## src/rtl/led_ser_pkg.sv

```systemverilog
package led_ser_pkg;

    localparam int BITS_PER_PIXEL = 24;

    // Packed so that bit 23 is the first bit on the wire (green MSB).
    typedef struct packed {
        logic [7:0] grn;
        logic [7:0] red;
        logic [7:0] blu;
    } pixel_t;

    typedef enum logic {
        PH_GAP  = 1'b0,
        PH_DATA = 1'b1
    } phase_e;

    function automatic logic [7:0] dim_scale(input logic [7:0] v, input logic [7:0] lvl);
        logic [15:0] prod;
        prod = 16'(v) * 16'(lvl);
        return prod[15:8];
    endfunction

endpackage

```

## src/rtl/led_write_path.sv

```systemverilog
module led_write_path
    import led_ser_pkg::*;
#(
    parameter int PIXELS = 8,
    parameter int IDX_W  = 8,
    parameter int PAW    = 3
) (
    input  logic             clk,
    input  logic             rst,
    input  logic             dim_we,
    input  logic [7:0]       dim_level,
    input  logic             px_we,
    input  logic [IDX_W-1:0] px_index,
    input  logic [7:0]       px_red,
    input  logic [7:0]       px_green,
    input  logic [7:0]       px_blue,
    output logic             st_we,
    output logic [PAW-1:0]   st_addr,
    output pixel_t           st_data
);

    logic [7:0] dim_q;

    always_ff @(posedge clk) begin
        if (rst)
            dim_q <= 8'd255;
        else if (dim_we)
            dim_q <= dim_level;
    end

    logic [31:0] wrapped;

    always_comb begin
        wrapped      = 32'(px_index) % 32'(PIXELS);
        st_addr      = PAW'(wrapped);
        st_we        = px_we;
        st_data.grn  = dim_scale(px_green, dim_q);
        st_data.red  = dim_scale(px_red,   dim_q);
        st_data.blu  = dim_scale(px_blue,  dim_q);
    end

    assert_wrap_R6: assert property (@(posedge clk) disable iff (rst)
        st_we |-> (32'(st_addr) < 32'(PIXELS)));

    assert_scale_R5: assert property (@(posedge clk) disable iff (rst)
        st_we |-> (st_data.grn <= px_green && st_data.red <= px_red && st_data.blu <= px_blue));

endmodule

```

## src/rtl/led_pixel_store.sv

```systemverilog
module led_pixel_store
    import led_ser_pkg::*;
#(
    parameter int PIXELS = 8,
    parameter int PAW    = 3
) (
    input  logic           clk,
    input  logic           rst,
    input  logic           clr_all,
    input  logic           we,
    input  logic [PAW-1:0] waddr,
    input  pixel_t         wdata,
    input  logic [PAW-1:0] raddr,
    output pixel_t         rdata
);

    pixel_t mem [PIXELS];

    always_ff @(posedge clk) begin
        if (rst || clr_all) begin
            for (int i = 0; i < PIXELS; i++)
                mem[i] <= '0;
        end else if (we) begin
            mem[waddr] <= wdata;
        end
    end

    assign rdata = mem[raddr];

    assert_clear_R7: assert property (@(posedge clk) disable iff (rst)
        $past(clr_all) |-> (rdata == '0));

endmodule

```

## src/rtl/led_frame_seq.sv

```systemverilog
module led_frame_seq
    import led_ser_pkg::*;
#(
    parameter int PIXELS    = 8,
    parameter int PAW       = 3,
    parameter int SLOT      = 125,
    parameter int T0H       = 41,
    parameter int T1H       = 82,
    parameter int GAP_SLOTS = 50
) (
    input  logic           clk,
    input  logic           rst,
    input  pixel_t         rdata,
    output logic [PAW-1:0] raddr,
    output logic           dout
);

    localparam int SW = $clog2(SLOT + 1);
    localparam int GW = $clog2(GAP_SLOTS + 1);
    localparam logic [SW-1:0]  SLOT_LAST = SW'(SLOT - 1);
    localparam logic [SW-1:0]  T0H_C     = SW'(T0H);
    localparam logic [SW-1:0]  T1H_C     = SW'(T1H);
    localparam logic [GW-1:0]  GAP_LAST  = GW'(GAP_SLOTS - 1);
    localparam logic [PAW-1:0] PIX_LAST  = PAW'(PIXELS - 1);
    localparam logic [4:0]     BIT_TOP   = 5'(BITS_PER_PIXEL - 1);

    phase_e         phase_q;
    logic [SW-1:0]  slot_cnt;
    logic [GW-1:0]  gap_cnt;
    logic [PAW-1:0] pix_idx;
    logic [4:0]     bit_idx;
    logic           bit_q;
    logic           dout_q;

    logic           cur_bit;
    logic           hi_bit;
    logic [SW-1:0]  hi_len;
    logic           last_slot;

    always_comb begin
        cur_bit   = rdata[bit_idx];
        hi_bit    = (slot_cnt == '0) ? cur_bit : bit_q;
        hi_len    = hi_bit ? T1H_C : T0H_C;
        last_slot = (slot_cnt == SLOT_LAST);
    end

    always_ff @(posedge clk) begin
        if (rst) begin
            phase_q  <= PH_GAP;
            slot_cnt <= '0;
            gap_cnt  <= '0;
            pix_idx  <= '0;
            bit_idx  <= BIT_TOP;
            bit_q    <= 1'b0;
            dout_q   <= 1'b0;
        end else begin
            dout_q <= (phase_q == PH_DATA) && (slot_cnt < hi_len);
            if (phase_q == PH_DATA && slot_cnt == '0)
                bit_q <= cur_bit;
            if (last_slot) begin
                slot_cnt <= '0;
                case (phase_q)
                    PH_GAP: begin
                        if (gap_cnt == GAP_LAST) begin
                            gap_cnt <= '0;
                            phase_q <= PH_DATA;
                            pix_idx <= '0;
                            bit_idx <= BIT_TOP;
                        end else begin
                            gap_cnt <= gap_cnt + 1'b1;
                        end
                    end
                    default: begin
                        if (bit_idx == '0) begin
                            bit_idx <= BIT_TOP;
                            if (pix_idx == PIX_LAST)
                                phase_q <= PH_GAP;
                            else
                                pix_idx <= pix_idx + 1'b1;
                        end else begin
                            bit_idx <= bit_idx - 1'b1;
                        end
                    end
                endcase
            end else begin
                slot_cnt <= slot_cnt + 1'b1;
            end
        end
    end

    assign raddr = pix_idx;
    assign dout  = dout_q;

    assert_slot_range_R1: assert property (@(posedge clk) disable iff (rst)
        slot_cnt <= SLOT_LAST);

    assert_pulse_start_R2: assert property (@(posedge clk) disable iff (rst)
        $past(phase_q == PH_DATA && slot_cnt == '0) |-> dout_q);

    assert_pulse_end_R2: assert property (@(posedge clk) disable iff (rst)
        $past(phase_q == PH_DATA && slot_cnt >= T1H_C) |-> !dout_q);

    assert_pixel_range_R3: assert property (@(posedge clk) disable iff (rst)
        (pix_idx <= PIX_LAST) && (bit_idx <= BIT_TOP));

    assert_gap_low_R4: assert property (@(posedge clk) disable iff (rst)
        $past(phase_q == PH_GAP) |-> !dout_q);

endmodule

```

## src/rtl/led_strip_serializer.sv

```systemverilog
module led_strip_serializer
    import led_ser_pkg::*;
#(
    parameter int PIXELS    = 8,
    parameter int CLK_HZ    = 100_000_000,
    parameter int IDX_W     = 8,
    parameter int GAP_SLOTS = 50
) (
    input  logic             clk,
    input  logic             rst,
    input  logic             dim_we,
    input  logic [7:0]       dim_level,
    input  logic             px_we,
    input  logic [IDX_W-1:0] px_index,
    input  logic [7:0]       px_red,
    input  logic [7:0]       px_green,
    input  logic [7:0]       px_blue,
    input  logic             clr_all,
    output logic             led_dout
);

    localparam int SLOT = CLK_HZ / 800000;
    localparam int T0H  = SLOT / 3;
    localparam int T1H  = (SLOT / 3) * 2;
    localparam int PAW  = (PIXELS > 1) ? $clog2(PIXELS) : 1;

    logic           st_we;
    logic [PAW-1:0] st_addr;
    pixel_t         st_data;
    logic [PAW-1:0] rd_addr;
    pixel_t         rd_data;

    led_write_path #(
        .PIXELS (PIXELS),
        .IDX_W  (IDX_W),
        .PAW    (PAW)
    ) u_wr (
        .clk       (clk),
        .rst       (rst),
        .dim_we    (dim_we),
        .dim_level (dim_level),
        .px_we     (px_we),
        .px_index  (px_index),
        .px_red    (px_red),
        .px_green  (px_green),
        .px_blue   (px_blue),
        .st_we     (st_we),
        .st_addr   (st_addr),
        .st_data   (st_data)
    );

    led_pixel_store #(
        .PIXELS (PIXELS),
        .PAW    (PAW)
    ) u_store (
        .clk     (clk),
        .rst     (rst),
        .clr_all (clr_all),
        .we      (st_we),
        .waddr   (st_addr),
        .wdata   (st_data),
        .raddr   (rd_addr),
        .rdata   (rd_data)
    );

    led_frame_seq #(
        .PIXELS    (PIXELS),
        .PAW       (PAW),
        .SLOT      (SLOT),
        .T0H       (T0H),
        .T1H       (T1H),
        .GAP_SLOTS (GAP_SLOTS)
    ) u_seq (
        .clk   (clk),
        .rst   (rst),
        .rdata (rd_data),
        .raddr (rd_addr),
        .dout  (led_dout)
    );

endmodule

```

## config.mk

```make
export PLATFORM = sky130hd
export DESIGN_NAME = led_strip_serializer
export DESIGN_NICKNAME = d
export VERILOG_FILES = /design/src/rtl/led_ser_pkg.sv /design/src/rtl/led_write_path.sv /design/src/rtl/led_pixel_store.sv /design/src/rtl/led_frame_seq.sv /design/src/rtl/led_strip_serializer.sv
export SDC_FILE = /design/constraint.sdc
export NUM_CORES = 1
export LEC_CHECK = 0
export ABC_AREA = 0
export CAP_MARGIN = 20
export CORE_AREA = 2 2 189 238
export DETAILED_ROUTE_END_ITERATION = 8
export DIE_AREA = 0 0 191 240
export GPL_TIMING_DRIVEN = 1
export PLACE_DENSITY_LB_ADDON = 0.3
export SETUP_SLACK_MARGIN = 0.02
export SLEW_MARGIN = 20
export SYNTH_ARGS = -nofsm -noshare
export SYNTH_HDL_FRONTEND = slang
export SYNTH_HIERARCHICAL = 1
export SYNTH_SLANG_ARGS = --single-unit
```

## constraint.sdc

```tcl
create_clock -name clk -period 6.2 [get_ports clk]
set_clock_uncertainty 0.05 [all_clocks]
set_input_delay 1.55 -clock clk [delete_from_list [all_inputs] [get_ports clk]]
set_output_delay 1.55 -clock clk [all_outputs]
set_load 0.1 [all_outputs]
```

==> qor.txt, run 1 <==
outcome - completed
clock buffer count from CTS - 26
max_cap viols - 0
Internal - 4.67 mW
Sink Count - 224
port bufs - 40
grt total ovfl - 0
Max Freq - 0.168 GHz
H-Tree Depth - 1
Final #Nets - 1783
vias - 10800
initial antenna violation count - 0
RSZ-0062 raised after global routing - no
post-layout minimum cycle time - 5.97 ns
Initial DRC Count - 505
Mapped Cells - 1436
grt met3 use - 1.87%
Post-synth EDFFs - 192
commonest non-fill, non-tap cell in the layout - edfxtp_1
Total GRT Usage - 17.0%
# hold bufs at CTS - 0
NetSw - 3.69 mW
share of cells above drive strength 1 - 23.2%
r2r endpoint - u_store/mem[2][7]
clock-pin slew on the worst setup and hold paths - 0.06 ns
startpoint types - primary input
WHS Endpoint - u_seq/slot_cnt[0]
Starting Density - 38.6%
Comb pwr share - 61.0%
syn_nets - 1697
ys flop type - edfxtp_1
Setup Crit Path Kind - primary input to flip-flop
Clock Path Buffers - 3
number of synthesized register bits - 224
final setup vio count - 0
critical path fanouts, max - 8
hpwl dp - 25500 um
PnR worst setup slack - 0.231 ns
mapped cell area - 16800 um^2
Row Count - 86
die span in y - 240 um
CP arrival - 6.27 ns
Slew Viols, Final - 0
Seq/Total Area, Yosys - 38.1%
WL final - 37300 um
vias in the first global route - 11700
most frequent cells in the layout - edfxtp_1 (192), and2_1 (143), inv_1 (126)
Slew @ Worst Pin - 0.957 ns
GP Congestion - 0.791
GRT Max-Usage Layer - met2
Max-slew headroom - 36.0%
largest net degree at the start of global routing - 69
Synth async-reset ratio - 0%
CTS tree - done
DRT Pass-1 Iters - 5
core box area - 43600 um^2
DR WL/cell - 17.6 um
Placement Setup Slack - -0.369 ns
CP endpoint kind - flip-flop
Sum Neg Setup Slack - 0 ns
DIE AREA - 45800 um^2
clk root buf - clkbuf_16
vias per std cell - 5.10
Synth warnings - 6
clk_lat worst skew - 0.54 ns
R2R depth - 18
Seq pwr share - 21.4%
Reg2Reg Setup Slack - 1.10 ns
hold_sp - u_seq/slot_cnt[0]
hold depth - 1
Clock power frac - 17.7%
first-pass GRT wire length - 61900 um
leakage - 7.58 nW
final hold violation count - 0
met1 GRT Util - 21.4%
DR DRC count - 0
grt met2 use - 31.1%
WP data required - 6.50 ns
Hold Crit Class - flip-flop to flip-flop
top-level I/O count - 46
FF-to-FF Start - u_wr/dim_q[6]
Area Overhead vs Synth - 13.9%
Die X - 191 um
Fillers - 4083
diodes inserted - 0
antenna viol nets, final - 0
post-synthesis cell type count - 74
Pwr per Cell Area - 437 nW/um^2
syn_area_per_cell - 11.7 um^2
peak supply drop - 0.424 mV
switch share - 44.1%
Tcrit/Tclk final - 96.3%
==> critical path, stage by stage <==
cell             delay (ns)
clkdlybuf4s50_1        0.56
nand2_1                0.11
fa_1                   0.51
fa_1                   0.50
inv_1                  0.05
fa_1                   0.47
inv_1                  0.05
fa_1                   0.47
inv_1                  0.04
ha_1                   0.32
a21oi_1                0.14
nand2_1                0.08
a22o_1                 0.26
o21a_2                 0.27
o31ai_4                0.25
xnor2_1                0.16
clkinv_1               0.10
buf_4                  0.18
nor3_1                 0.19
==> layout make-up <==
class / count / area [um^2] / share of cell area, %
well taps: 572 / 716 / 3.74
multi-input cells: 972 / 9430 / 49.2
repair buffers: 148 / 1210 / 6.33
flip-flops and latches: 224 / 6410 / 33.5
clock inverters: 15 / 128 / 0.666
clock buffers: 32 / 694 / 3.62
inverters: 150 / 563 / 2.94
==> cells in the mapped netlist (4+ instances only) <==
master | number | share of area (%)
mux4_2 | 48 | 6.4
buf_4 | 6 | 0.27
ha_1 | 111 | 8.3
mux2_4 | 12 | 1.1
edfxtp_1 | 192 | 34
o21ai_0 | 18 | 0.54
nor3_1 | 106 | 3.2
or2_2 | 4 | 0.15
xor2_1 | 12 | 0.63
and2_1 | 143 | 5.3
dfxtp_1 | 32 | 3.8
nand2b_1 | 8 | 0.30
nor3_2 | 97 | 5.8
a21o_1 | 7 | 0.31
nand4_1 | 10 | 0.37
clkinv_1 | 24 | 0.54
a211o_1 | 8 | 0.42
buf_1 | 11 | 0.25
nor2_1 | 37 | 0.83
inv_1 | 126 | 2.8
clkbuf_1 | 50 | 1.1
nand3_1 | 15 | 0.45
o21ai_1 | 10 | 0.30
fa_1 | 105 | 13
buf_6 | 11 | 0.74
mux2_2 | 13 | 0.87
a21oi_1 | 33 | 0.98
nand2_1 | 69 | 1.5
xnor2_1 | 20 | 1.0
buf_2 | 10 | 0.30
mux2i_1 | 14 | 0.83
nor2b_1 | 15 | 0.56
==> power groups by stage <==
stage / clock network, mW / registers, mW / logic, mW
after global placement: 0 / 1.82 / 5.03
after floorplan: 0 / 1.80 / 3.29
after detailed placement: 0 / 1.82 / 5.11
after global routing: 1.57 / 1.80 / 5.73
after CTS: 1.51 / 1.79 / 5.14
final: 1.48 / 1.79 / 5.10
==> how the worst max path moves through the flow <==
stage                from                 end  slack, ns  cells after the start
3_5_place_dp   px_blue[3]   u_store/mem[2][7]      -0.37                     19
2_1_floorplan  px_blue[5]   u_store/mem[2][7]       0.50                     17
6_report       px_blue[2]   u_store/mem[2][7]       0.23                     19
5_1_grt         px_red[4]  u_store/mem[7][15]       0.02                     18
4_1_cts        px_blue[3]   u_store/mem[2][7]       0.19                     19
3_3_place_gp   px_blue[3]   u_store/mem[2][7]      -0.31                     19
==> cells by family after synthesis <==
logic type	share of synthesized area [%]
adders and majority gates	20.8
AOI/OAI and AO/OA	4.52
xor gates and xnor gates	1.67
DFF	38.1
and+or+nand+nor	19.5
muxes	9.20
buffers and inverters	6.25
==> sequential cells by signal, indices dropped and copies added, names as in the netlist <==
signal / count
u_seq/gap_cnt: 6
u_seq/bit_idx: 5
u_store/mem: 192
u_wr/dim_q: 8
u_seq/dout: 1
u_seq/slot_cnt: 7
u_seq/bit_q: 1
u_seq/phase_q: 1
u_seq/raddr: 3
==> routing by layer <==
layer / part of all wire (%) / vias to the layer above
li1: - / 5217
met1: 44 / 5351
met2: 51 / 158
met3: 3.2 / 41
met4: 1.8 / 0
met5: 0 / -
==> per-stage QoR <==
| stage | total power [mW] | std cells | area, um^2 | utilization [%] | hold slack, ns |
|---|---|---|---|---|---|
| 2_1_floorplan | 5.10 | 1436 | 16800 | - | 0.391 |
| 3_3_place_gp | 6.85 | 2066 | 18300 | 42.0 | 0.422 |
| 3_5_place_dp | 6.93 | 2066 | 18300 | 42.0 | 0.432 |
| 4_1_cts | 8.44 | 2113 | 19100 | 43.9 | 0.447 |
| 5_1_grt | 9.10 | 2113 | 19200 | 44.0 | 0.467 |
| 6_report | 8.36 | 2113 | 19200 | 44.0 | 0.446 |
==> what timing repair did <==
action,in CTS,in global routing
resized for setup,0,4
endpoints found under the hold margin,0,0
endpoints found under the setup margin,0,17
setup buffers,0,0
Note: power is estimated with default switching activity, not from simulation.
==> run 2, diff against run 1 <==
==> constraint.sdc (replaced) <==
create_clock -name clk -period 6.2 [get_ports clk]
set_clock_uncertainty 0.05 [all_clocks]
set_input_delay 1.24 -clock clk [delete_from_list [all_inputs] [get_ports clk]]
set_output_delay 1.24 -clock clk [all_outputs]
set_load 0.1 [all_outputs]
==> qor.txt, run 2 (synthesis gave the netlist of run 1 again) <==
r2r endpoint - u_store/mem[2][23]
DR DRC count - 0
Hold Crit Class - flip-flop to flip-flop
Top Registers - u_store/mem (192), u_wr/dim_q (8), u_seq/slot_cnt (7)
Crit. Startpoint - px_blue[3]
Slew @ Worst Pin - 1.15 ns
Comb pwr share - 59.0%
Reg area - 6410 um^2
hold depth - 1
Pwr per Cell Area - 417 nW/um^2
leakage - 7.35 nW
Initial DRC Count - 582
clk_lat worst skew - 0.54 ns
RSZ-0062 raised after global routing - no
Internal - 4.22 mW
most frequent cells in the layout - edfxtp_1 (192), and2_1 (143), inv_1 (126)
Final #Nets - 1741
Seq pwr share - 22.8%
core box area - 43600 um^2
DRT Pass-1 Iters - 5
Placement Setup Slack - -0.0945 ns
peak supply drop - 0.300 mV
Area Overhead vs Synth - 11.7%
Max-slew headroom - 23.5%
post-layout minimum cycle time - 5.71 ns
Reg2Reg Setup Slack - 1.06 ns
WL final - 37600 um
WHS Endpoint - u_seq/slot_cnt[0]
clock-pin slew on the worst setup and hold paths - 0.06 ns
NetSw - 3.61 mW
startpoint types - primary input
R2R depth - 18
DIE AREA - 45800 um^2
PnR worst setup slack - 0.487 ns
switch share - 46.1%
Total GRT Usage - 16.9%
max reg flops - 192
GP Congestion - 0.792
diodes inserted - 0
final setup vio count - 0
first-pass GRT wire length - 60900 um
Clock power frac - 18.2%
Most flops, register - u_store/mem
vias in the first global route - 11500
CP endpoint kind - flip-flop
Starting Density - 38.6%
outcome - completed
Sink Count - 224
CP arrival - 6.01 ns
Sum Neg Setup Slack - 0 ns
vias - 10800
dpl cells - 2024
DR WL/cell - 18.1 um
antenna viol nets, final - 0
hpwl dp - 25100 um
Max Freq - 0.175 GHz
commonest non-fill, non-tap cell in the layout - edfxtp_1
Row Count - 86
die span in y - 240 um
CTS tree - done
Clock Path Buffers - 3
critical path fanouts, max - 8
WP data required - 6.50 ns
FF-to-FF Start - u_wr/dim_q[2]
Post-CTS Setup Bufs - 0
top-level I/O count - 46
grt total ovfl - 0
max_cap viols - 0
clock buffer count from CTS - 26
Die X - 191 um
Slew Viols, Final - 0
non-filler cells, final - 2072
Tcrit/Tclk final - 92.1%
clk root buf - clkbuf_16
share of cells above drive strength 1 - 20.6%
area of the multi-input gates - 9420 um^2
Fillers - 4113
vias per std cell - 5.19
port bufs - 40
hold_sp - u_seq/slot_cnt[0]
final hold slack - 0.433 ns
Post-CTS Resized - 0
H-Tree Depth - 1
final hold violation count - 0
Setup Crit Path Kind - primary input to flip-flop
# hold bufs at CTS - 0
largest net degree at the start of global routing - 58
initial antenna violation count - 0
run 2: cell count changes in the layout (fill, tap and decap cells not counted), sizes merged:
cell	delta
buf	-42
clkinvlp	-3
dlymetal6s2s	-1
clkbuf	+1
clkdlybuf4s50	+1
clkinv	+4
bufinv	-1
run 2: power by group through the flow:
stage	Combinational (mW)	Sequential, mW	Clock (mW)
floorplan	3.29	1.80	0
global placement	4.54	1.81	0
detailed placement	4.64	1.82	0
CTS	4.67	1.79	1.46
global route	5.19	1.80	1.52
finish	4.62	1.79	1.42
run 2: area by class of cell:
class | instances | share of cell area, %
multi-input combinational | 972 | 50.1
timing repair buffer | 106 | 4.77
clock inverter | 15 | 0.453
clock buffer | 33 | 3.72
sequential | 224 | 34.1
tap | 572 | 3.81
inverter | 150 | 3.00
run 2: worst max-delay path, stage by stage:
cell	delay, ns
clkdlybuf4s50_1	0.58
nand2_1	0.10
fa_1	0.50
fa_1	0.55
inv_1	0.05
fa_1	0.47
inv_1	0.05
fa_1	0.47
inv_1	0.04
ha_1	0.32
a21oi_1	0.14
nand2_1	0.09
a22o_1	0.27
o21a_2	0.25
o31ai_2	0.27
xnor2_1	0.16
clkinv_1	0.09
buf_4	0.17
nor3_1	0.20
run 2: metal layers:
| layer | track usage (%) | vias up | share of wire, % | wire (um) |
|---|---|---|---|---|
| met5 | 0 | - | 0 | 0 |
| met4 | 4.11 | 0 | 1.8 | 676 |
| met3 | 1.85 | 52 | 4.0 | 1490 |
| met2 | 31.4 | 218 | 52 | 19700 |
| met1 | 20.6 | 5366 | 42 | 15700 |
| li1 | - | 5119 | - | - |
run 2: worst max path at each step:
stage / cells after the start / end / slack (ns)
after floorplan: 17 / u_store/mem[2][7] / 0.81
after global placement: 18 / u_store/mem[2][7] / -0.06
after detailed placement: 19 / u_store/mem[2][7] / -0.09
after CTS: 19 / u_store/mem[2][7] / 0.48
after global routing: 19 / u_store/mem[2][7] / 0.21
final: 19 / u_store/mem[2][7] / 0.49
run 2: stage by stage:
stage	instance area [um^2]	total power, mW	utilization (%)
3_3_place_gp	18000	6.36	41.3
2_1_floorplan	16800	5.10	-
5_1_grt	18800	8.50	43.1
3_5_place_dp	18000	6.47	41.3
4_1_cts	18800	7.91	43.1
6_report	18800	7.83	43.1
==> run 3, diff against run 2 <==
--- a/config.mk
+++ b/config.mk
@@ -7,9 +7,9 @@
 export LEC_CHECK = 0
 export ABC_AREA = 0
 export CAP_MARGIN = 20
-export CORE_AREA = 2 2 189 238
+export CORE_AREA = 2 2 175 219
 export DETAILED_ROUTE_END_ITERATION = 8
-export DIE_AREA = 0 0 191 240
+export DIE_AREA = 0 0 177 221
 export GPL_TIMING_DRIVEN = 1
 export PLACE_DENSITY_LB_ADDON = 0.3
 export SETUP_SLACK_MARGIN = 0.02
==> qor.txt, run 3 (synthesis gave the netlist of run 1 again) <==
Buf/Inv on CP - 6
Area after DPL - 18000 um^2
Crit-path slowest cell - clkdlybuf4s50_1
Initial DRC Count - 535
first-pass GRT wire length - 59500 um
Hold Crit Class - flip-flop to flip-flop
core box area - 37100 um^2
startpoint types - primary input
Placement Setup Slack - -0.0711 ns
GP Congestion - 0.808
CP arrival - 6.02 ns
Area Overhead vs Synth - 12.0%
initial antenna violation count - 0
antenna viol nets, final - 0
Top Registers - u_store/mem (192), u_wr/dim_q (8), u_seq/slot_cnt (7)
final setup vio count - 0
clk root buf - clkbuf_16
Crit. Startpoint - px_blue[3]
CTS tree - done
critical path cell sequence - clkdlybuf4s50_1 > nand2_1 > fa_1 > fa_1 > inv_1 > fa_1 > inv_1 > fa_1 > inv_1 > ha_1 > a21oi_1 > nand2_1 > a22o_1 > o21a_2 > o221ai_1 > xnor2_1 > clkinv_1 > buf_4 > nor3_1
Slowest Stage Delay on Critical Path - 0.58 ns
clock buffer count from CTS - 26
non-filler cells, final - 1999
critical path fanouts, max - 8
share of cells above drive strength 1 - 21.2%
clk_lat worst skew - 0.54 ns
peak supply drop - 0.286 mV
WHS Endpoint - u_seq/gap_cnt[5]
r2r endpoint - u_store/mem[7][6]
Tcrit/Tclk final - 92.1%
top-level I/O count - 46
hpwl dp - 24800 um
WL final - 36200 um
# hold bufs at CTS - 0
Reg2Reg Setup Slack - 1.05 ns
critical path's top delay family - adder cells
most frequent cells in the layout - edfxtp_1 (192), and2_1 (143), inv_1 (126)
final hold slack - 0.432 ns
Row Count - 79
vias - 10800
post-layout minimum cycle time - 5.71 ns
Post-CTS Resized - 0
Max-slew headroom - 35.3%
FF-to-FF Start - u_wr/dim_q[3]
highest metal used - met4
Crit path top cell by count - fa_1
final hold violation count - 0
Total GRT Usage - 19.1%
routed length on met1 - 15400 um
outcome - completed
DR DRC count - 0
vias per std cell - 5.41
Slew @ Worst Pin - 0.968 ns
DRT Pass-1 Iters - 4
diodes inserted - 0
Post-CTS Setup Bufs - 0
die span in y - 221 um
H-Tree Depth - 1
WP data required - 6.51 ns
port bufs - 40
DIE AREA - 39100 um^2
Most flops, register - u_store/mem
total power - 7.94 mW
post-route design area - 18800 um^2
RSZ-0062 raised after global routing - no
Die X - 177 um
hold depth - 2
clock-pin slew on the worst setup and hold paths - 0.06 ns
Starting Density - 45.4%
Setup Crit Path Kind - primary input to flip-flop
DR WL/cell - 18.1 um
Slew Viols, Final - 0
grt total ovfl - 0
Sink Count - 224
largest net degree at the start of global routing - 51
dpl cells - 1951
CP endpoint kind - flip-flop
commonest non-fill, non-tap cell in the layout - edfxtp_1
Final #Nets - 1754
leakage - 7.43 nW
Clock Path Buffers - 3
vias in the first global route - 11400
Fillers - 3285
PnR worst setup slack - 0.493 ns
Pwr per Cell Area - 422 nW/um^2
R2R depth - 18
max reg flops - 192
max_cap viols - 0
Max Freq - 0.175 GHz
hold_sp - u_seq/gap_cnt[5]
met2 WL - 18800 um
metal3 WL - 1150 um
## run 3: changes by cell type in the layout (fill, tap and decap cells not counted), sizes merged
cell	previous run	this run
buf	66	79
clkbuf	33	34
inv	129	128
clkinv	35	33
bufinv	0	2
## run 3: area by class of cell
cell class | instances | area, um^2 | area share (%)
Clock buffer | 34 | 702 | 3.73
Clock inverter | 14 | 133 | 0.705
Inverter | 150 | 563 | 2.99
Multi-Input combinational cell | 972 | 9420 | 50.0
Sequential cell | 224 | 6410 | 34.1
Tap cell | 486 | 608 | 3.23
Timing Repair Buffer | 119 | 993 | 5.28
## run 3: how the worst max path moves through the flow
stage | to | cells past startpoint | slack (ns)
after floorplan | u_store/mem[2][7] | 17 | 0.81
after global placement | u_store/mem[2][6] | 19 | 0.005
after detailed placement | u_store/mem[7][6] | 19 | -0.07
after CTS | u_store/mem[7][6] | 19 | 0.49
after global routing | u_store/mem[2][6] | 19 | 0.22
final | u_store/mem[7][6] | 19 | 0.49
## run 3: routing by layer
layer,GRT usage [%],up-vias
li1,-,5150
met1,23.7,5423
met2,34.6,182
met3,2.01,55
met4,5.65,0
met5,0,-
## run 3: power breakdown
group / total (mW) / switching [mW] / internal (mW)
clock network: 1.49 / 0.610 / 0.884
registers: 1.79 / 0.0402 / 1.75
logic: 4.66 / 2.95 / 1.71
## run 3: tightest hold or removal path, cell delays in order, from the launching register on
cell	delay, ns
dfxtp_1	0.31
o21ai_0	0.07
a21oi_1	0.06
## run 3: per-stage QoR
stage                     setup TNS, ns  utilization [%]
after floorplan                       0                -
after global placement                0             48.5
after detailed placement         -0.543             48.5
after CTS                             0             50.8
after global routing                  0             50.8
final                                 0             50.8
